[config.mk]
export PLATFORM = sky130hd
export DESIGN_NAME = sh_conv_sequencer
export DESIGN_NICKNAME = d
export VERILOG_FILES = /design/src/rtl/sh_seq_pkg.sv /design/src/rtl/sh_seq_datapath.sv /design/src/rtl/sh_seq_control.sv /design/src/rtl/sh_conv_sequencer.sv
export SDC_FILE = /design/constraint.sdc
export NUM_CORES = 1
export LEC_CHECK = 0
export ABC_AREA = 1
export BUFFER_PORTS_ARGS = -buffer_cell sky130_fd_sc_hd__buf_4
export CAP_MARGIN = 30
export CORE_MARGIN = 2
export CORE_UTILIZATION = 60
export CTS_CLUSTER_DIAMETER = 30
export DETAILED_ROUTE_END_ITERATION = 7
export PLACE_DENSITY = 0.8
export SETUP_SLACK_MARGIN = 0.1
export SLEW_MARGIN = 20
export SYNTH_ARGS = -nofsm -noshare
export SYNTH_HDL_FRONTEND = slang
export SYNTH_HIERARCHICAL = 1
export SYNTH_SLANG_ARGS = --single-unit
export TNS_END_PERCENT = 5
[constraint.sdc]
create_clock -name clk -period 5.1 [get_ports clk]
set_clock_uncertainty 0.15 [all_clocks]
set_input_delay 1.02 -clock clk [delete_from_list [all_inputs] [get_ports clk]]
set_output_delay 1.02 -clock clk [all_outputs]
set_load 0.005 [all_outputs]
[src/rtl/sh_seq_pkg.sv]
package sh_seq_pkg;

  typedef enum logic [2:0] {
    PH_IDLE   = 3'd0,
    PH_ACQ    = 3'd1,
    PH_SETTLE = 3'd2,
    PH_START  = 3'd3,
    PH_CONV   = 3'd4,
    PH_CAPT   = 3'd5
  } phase_t;

  // control -> datapath
  typedef struct packed {
    logic accept;      // trigger taken this cycle
    logic cntClr;      // restart phase counter
    logic inConv;      // waiting for converter status
    logic timeoutSet;  // conversion gave up
  } ctrlStrobes_t;

  // datapath -> control
  typedef struct packed {
    logic trigQual;
    logic rateOk;
    logic acqDone;
    logic settleDone;
    logic startDone;
    logic convDone;
    logic convExpired;
  } dpStatus_t;

endpackage

[src/rtl/sh_seq_datapath.sv]
module sh_seq_datapath
  import sh_seq_pkg::*;
#(
  parameter int ACQ_CYCLES      = 600,
  parameter int SETTLE_CYCLES   = 100,
  parameter int START_CYCLES    = 10,
  parameter int MIN_TRIG_CYCLES = 10,
  parameter int MIN_PERIOD_CYCLES = 1429,
  parameter int TIMEOUT_CYCLES  = 900
) (
  input  logic         clk,
  input  logic         rstN,
  input  logic         trigIn,
  input  logic         eocIn,
  input  ctrlStrobes_t strobes,
  output dpStatus_t    status,
  output logic         timeoutFlag
);

  localparam int MAX_A   = (ACQ_CYCLES > SETTLE_CYCLES) ? ACQ_CYCLES : SETTLE_CYCLES;
  localparam int MAX_B   = (START_CYCLES > TIMEOUT_CYCLES) ? START_CYCLES : TIMEOUT_CYCLES;
  localparam int MAX_PH  = (MAX_A > MAX_B) ? MAX_A : MAX_B;
  localparam int CNT_W   = $clog2(MAX_PH + 1);
  localparam int TW      = $clog2(MIN_TRIG_CYCLES + 1);
  localparam int PW      = $clog2(MIN_PERIOD_CYCLES + 1);
  localparam logic [TW-1:0]    TRIG_LAST = TW'(MIN_TRIG_CYCLES - 1);
  localparam logic [TW-1:0]    TRIG_SAT  = TW'(MIN_TRIG_CYCLES);
  localparam logic [PW-1:0]    PER_SAT   = PW'(MIN_PERIOD_CYCLES - 1);

  logic trigS1, trigS2, eocS1, eocS2;
  logic [TW-1:0]    widthCnt;
  logic [PW-1:0]    periodCnt;
  logic [CNT_W-1:0] phaseCnt;
  logic             eocSeen;

  // two-flop synchronizers
  always_ff @(posedge clk or negedge rstN) begin
    if (!rstN) begin
      trigS1 <= 1'b0;
      trigS2 <= 1'b0;
      eocS1  <= 1'b0;
      eocS2  <= 1'b0;
    end else begin
      trigS1 <= trigIn;
      trigS2 <= trigS1;
      eocS1  <= eocIn;
      eocS2  <= eocS1;
    end
  end

  // consecutive-high width counter, saturating
  always_ff @(posedge clk or negedge rstN) begin
    if (!rstN)
      widthCnt <= '0;
    else if (!trigS2)
      widthCnt <= '0;
    else if (widthCnt != TRIG_SAT)
      widthCnt <= widthCnt + 1'b1;
  end

  // spacing counter since last accepted trigger
  always_ff @(posedge clk or negedge rstN) begin
    if (!rstN)
      periodCnt <= PER_SAT;
    else if (strobes.accept)
      periodCnt <= '0;
    else if (periodCnt != PER_SAT)
      periodCnt <= periodCnt + 1'b1;
  end

  // phase duration counter
  always_ff @(posedge clk or negedge rstN) begin
    if (!rstN)
      phaseCnt <= '0;
    else if (strobes.cntClr)
      phaseCnt <= '0;
    else
      phaseCnt <= phaseCnt + 1'b1;
  end

  // status-line tracking and error flag
  always_ff @(posedge clk or negedge rstN) begin
    if (!rstN) begin
      eocSeen     <= 1'b0;
      timeoutFlag <= 1'b0;
    end else begin
      if (strobes.accept)
        eocSeen <= 1'b0;
      else if (strobes.inConv && eocS2)
        eocSeen <= 1'b1;

      if (strobes.accept)
        timeoutFlag <= 1'b0;
      else if (strobes.timeoutSet)
        timeoutFlag <= 1'b1;
    end
  end

  always_comb begin
    status.trigQual    = trigS2 && (widthCnt == TRIG_LAST);
    status.rateOk      = (periodCnt == PER_SAT);
    status.acqDone     = (phaseCnt == CNT_W'(ACQ_CYCLES - 1));
    status.settleDone  = (phaseCnt == CNT_W'(SETTLE_CYCLES - 1));
    status.startDone   = (phaseCnt == CNT_W'(START_CYCLES - 1));
    status.convDone    = eocSeen && !eocS2;
    status.convExpired = (phaseCnt == CNT_W'(TIMEOUT_CYCLES - 1));
  end

endmodule

[src/rtl/sh_seq_control.sv]
module sh_seq_control
  import sh_seq_pkg::*;
(
  input  logic         clk,
  input  logic         rstN,
  input  dpStatus_t    status,
  output ctrlStrobes_t strobes,
  output logic         sampleHold,
  output logic         startConv,
  output logic         captureStrobe,
  output logic         busy
);

  phase_t phase, phaseNext;
  logic   acceptNow;
  logic   giveUp;

  always_ff @(posedge clk or negedge rstN) begin
    if (!rstN)
      phase <= PH_IDLE;
    else
      phase <= phaseNext;
  end

  always_comb begin
    phaseNext = phase;
    acceptNow = 1'b0;
    giveUp    = 1'b0;
    unique case (phase)
      PH_IDLE: begin
        if (status.trigQual && status.rateOk) begin
          acceptNow = 1'b1;
          phaseNext = PH_ACQ;
        end
      end
      PH_ACQ:    if (status.acqDone)    phaseNext = PH_SETTLE;
      PH_SETTLE: if (status.settleDone) phaseNext = PH_START;
      PH_START:  if (status.startDone)  phaseNext = PH_CONV;
      PH_CONV: begin
        if (status.convDone) begin
          phaseNext = PH_CAPT;
        end else if (status.convExpired) begin
          giveUp    = 1'b1;
          phaseNext = PH_IDLE;
        end
      end
      PH_CAPT:   phaseNext = PH_IDLE;
      default:   phaseNext = PH_IDLE;
    endcase
  end

  always_comb begin
    strobes.accept     = acceptNow;
    strobes.cntClr     = (phaseNext != phase);
    strobes.inConv     = (phase == PH_CONV);
    strobes.timeoutSet = giveUp;
  end

  assign sampleHold    = (phase == PH_SETTLE) || (phase == PH_START) ||
                         (phase == PH_CONV)   || (phase == PH_CAPT);
  assign startConv     = (phase == PH_START);
  assign captureStrobe = (phase == PH_CAPT);
  assign busy          = (phase != PH_IDLE);

endmodule

[src/rtl/sh_conv_sequencer.sv]
module sh_conv_sequencer
  import sh_seq_pkg::*;
#(
  parameter int ACQ_CYCLES        = 600,
  parameter int SETTLE_CYCLES     = 100,
  parameter int START_CYCLES      = 10,
  parameter int MIN_TRIG_CYCLES   = 10,
  parameter int MIN_PERIOD_CYCLES = 1429,
  parameter int TIMEOUT_CYCLES    = 900
) (
  input  logic clk,
  input  logic rstN,
  input  logic trigIn,
  input  logic eocIn,
  output logic sampleHold,
  output logic startConv,
  output logic captureStrobe,
  output logic busy,
  output logic timeoutErr
);

  ctrlStrobes_t strobes;
  dpStatus_t    status;

  sh_seq_datapath #(
    .ACQ_CYCLES       (ACQ_CYCLES),
    .SETTLE_CYCLES    (SETTLE_CYCLES),
    .START_CYCLES     (START_CYCLES),
    .MIN_TRIG_CYCLES  (MIN_TRIG_CYCLES),
    .MIN_PERIOD_CYCLES(MIN_PERIOD_CYCLES),
    .TIMEOUT_CYCLES   (TIMEOUT_CYCLES)
  ) dp_i (
    .clk        (clk),
    .rstN       (rstN),
    .trigIn     (trigIn),
    .eocIn      (eocIn),
    .strobes    (strobes),
    .status     (status),
    .timeoutFlag(timeoutErr)
  );

  sh_seq_control ctl_i (
    .clk          (clk),
    .rstN         (rstN),
    .status       (status),
    .strobes      (strobes),
    .sampleHold   (sampleHold),
    .startConv    (startConv),
    .captureStrobe(captureStrobe),
    .busy         (busy)
  );

endmodule

==> impl_results.md <==
* Outcome: completed
* Top Ports at 9
* First-pass GRT wire length at 5980 um
* GRT busiest layer: met2
* Critical Path Fanout Max at 7
* Hpwl dp at 2600 um
* Critical Path RT at 3.93 ns
* Buffers added on ports at 8
* Total Nets Final at 271
* Core ar. at 0.00305 mm^2
* Grt total ovfl at 0
* Final count of hold timing violations at 0
* Cells after Synth at 247
* Ranking of synthesized cells by area: dfrtp_1 37%, inv_1 7.4%, nand2_1 7.2%
* Tot Pwr at 0.000489 W
* Hold buffers post-CTS at 0
* Met3 Use GR at 5.12%
* Hold Crit Depth at 0
* Final setup TNS at 0 ns
* Slowest-stage cell, CP: dfrtp_1
* Post-synthesis sequential area ratio at 44.2%
* Worst-Skew Late Latency at 0.33 ns
* # clock sinks at 34
* Data arrival, critical path at 1.31 ns
* Initial core utilization at 63.6%
* Clk buf depth at 2
* Synth cell types at 28
* Slew @ Worst Pin at 0.423 ns
* Drt total wl at 3500 um
* PostCTS Resize Cnt at 0
* Hold crit path type: reg -> reg
* Mapped cell area at 0.00194 mm^2
* Met2 Use GR at 33.6%
* Tmin final at 2.48 ns
* Area of the multi-input gates at 911 um^2
* Initial DRT Pass Iterations at 4
* Vias at 1585
* Dominant cell type by area after synthesis: dfrtp_1
* Crit path capture type: primary output
* DRC viols at 0
* Period Utilization, post-route at 48.6%
* Final ANT Viol Nets at 0
* Syn_nets at 258
* Finished Core Util at 69.6%
* Max Freq at 0.403 GHz
* Hold endpoint: dp_i/eocS2$_DFF_PN0_
* #FFs+latches synth at 34
* Antenna fix cells at 0
* Die height at 60.9 um
* Met1 GRT Util at 28.8%
* Fill cells at 259
* PD cells at 230 mW/mm^2
* R2R Path End: dp_i/phaseCnt[3]$_DFF_PN0_
* Worst R2R Setup Slack at 2.79 ns
* Worst VDD drop at 0.184 mV
* Area delta synth->final at 9.54%
* Synthesized area per cell at 7.86 um^2
* DIE AREA at 0.00371 mm^2
* Pin count of the biggest net entering global routing at 35
* Fraction of layout cells with a size suffix above 1 at 16.9%
* Row cnt at 20
* Worst setup SP type: flip-flop
* Vias in the first global route at 1408
* RSZ-0062 raised after global routing: false
* Sequential cell area at 857 um^2
* Number of H-tree levels at 2
* Static leakage at 1.01 nW
* EDFF count, synth at 0
* Worst path max stage delay at 0.44 ns
* Critical path type: reg -> out
* DR vias/cell at 5.20
* WL per Instance at 11.5 um
* Placed cell area at 0.00204 mm^2
* Setup violators final at 0
* Max-cap violations at 0
* Worst path cell trace: inv_2, nand3_1, nand3b_1, buf_4
* Worst R2R Start: dp_i/phaseCnt[0]$_DFF_PN0_
* Width of the die at 60.9 um
* Clock slew at reported path FFs at 0.09 ns
* CTS root buf: clkbuf_4
* Worst reg2reg path depth at 14
* HP Start: dp_i/eocS1$_DFF_PN0_
* Post-CTS setup repair buffer count at 0
* CTS tree: yes
* DR iter-0 viols at 70
* Max-slew violations at 0
* Non-Filler Instances at 305
* Top FF cell, synth: dfrtp_1
* Area fraction of the dominant cell type after synthesis at 37.4%
* Post-synth ARST share at 100%
* Design Area, Final at 0.00213 mm^2
* Yosys warnings at 6
* Initial antenna violation count at 0
* Total Routing Usage GR at 21.1%
* Inserted Clock Buffers at 5
* Relative slew slack at 71.8%
* Gpl congestion at 0.881
* DP Cell Count at 297
-- worst max-delay path, delay by kind of cell, from the launching register on --
family	cells	cell delay [ns]
flops	1	0.44
simple gates	2	0.29
buf+inv	2	0.27
-- power by group --
group	switching (W)	internal, W
clock network	0.0000845	0.000117
logic	0.00000775	0.00000377
registers	0.00000323	0.000273
-- layer usage --
layer,vias up,wire length (um)
met4,0,20
met3,4,115
li1,819,-
met2,20,1670
met5,-,0
met1,742,1690
-- state kept, by name, summed over array words and instances (netlist names) --
| signal | flops |
|---|---|
| dp_i/periodCnt | 11 |
| dp_i/phaseCnt | 10 |
| dp_i/widthCnt | 4 |
| ctl_i/phase | 3 |
| dp_i/eocS1 | 1 |
| dp_i/eocS2 | 1 |
| dp_i/eocSeen | 1 |
| dp_i/timeoutFlag | 1 |
| dp_i/trigS1 | 1 |
| dp_i/trigS2 | 1 |
-- kinds of logic after synthesis --
kind of cell	Yosys count	share of synthesized area, %
adder cells (fa/ha/maj)	7	4.51
XOR/XNOR	4	1.81
AO/OA/AOI/OAI	31	8.70
flip-flops	34	44.2
AND/OR/NAND/NOR	127	31.9
buffers and inverters	44	8.90
-- worst max-delay path by stage --
stage                                     from                    endpoint  slack, ns
global route          ctl_i/phase[0]$_DFF_PN0_                  sampleHold       2.50
finish                ctl_i/phase[0]$_DFF_PN0_                  sampleHold       2.62
CTS                   ctl_i/phase[2]$_DFF_PN0_                  sampleHold       2.61
global placement    dp_i/phaseCnt[0]$_DFF_PN0_  dp_i/phaseCnt[3]$_DFF_PN0_       2.92
detailed placement  dp_i/phaseCnt[0]$_DFF_PN0_  dp_i/phaseCnt[3]$_DFF_PN0_       2.82
floorplan           dp_i/phaseCnt[0]$_DFF_PN0_  dp_i/phaseCnt[2]$_DFF_PN0_       3.07
-- Yosys cell counts (all sizes together), types with 2 or more instances --
cell and count:
nor2 43, inv 41, nand2 41, dfrtp 29, nand3 24, a21oi 19
o21ai 9, nor3 8, ha 7, nand4 7, dfstp 5, xor2 3
a211oi 2, buf 2, nand3b 2
-- cell type report --
class,count,share of cell area (%)
clock buffer,7,2.59
inverter,42,7.42
sequential,34,40.3
multi-input combinational,169,42.8
timing repair buffer,8,2.83
tap,44,2.59
clock inverter,1,1.41
-- metrics by stage --
stage                     hold slack (ns)  setup slack, ns
final                               0.214             2.62
after global routing                0.224             2.50
after CTS                           0.219             2.61
after detailed placement            0.189             2.82
after global placement              0.185             2.92
after floorplan                     0.181             3.07
-- layout by cell type, fill, tap and decap left out, drive strengths merged --
cell type  netlist  routed
and3             1       1
a21oi           19      19
dfrtp           29      29
nand2           41      41
clkbuf           0       7
a31oi            1       1
clkinv           1       1
xor2             3       3
nand3b           2       2
nor2            43      43
nor3             8       8
a211oi           2       2
dfstp            5       5
ha               7       7
inv             41      41
nand4            7       7
xnor2            1       1
nor4             1       1
o21ai            9       9
bufinv           0       1
buf              2       8
nand3           24      24
No activity file was read; power rests on OpenSTA's default activity.
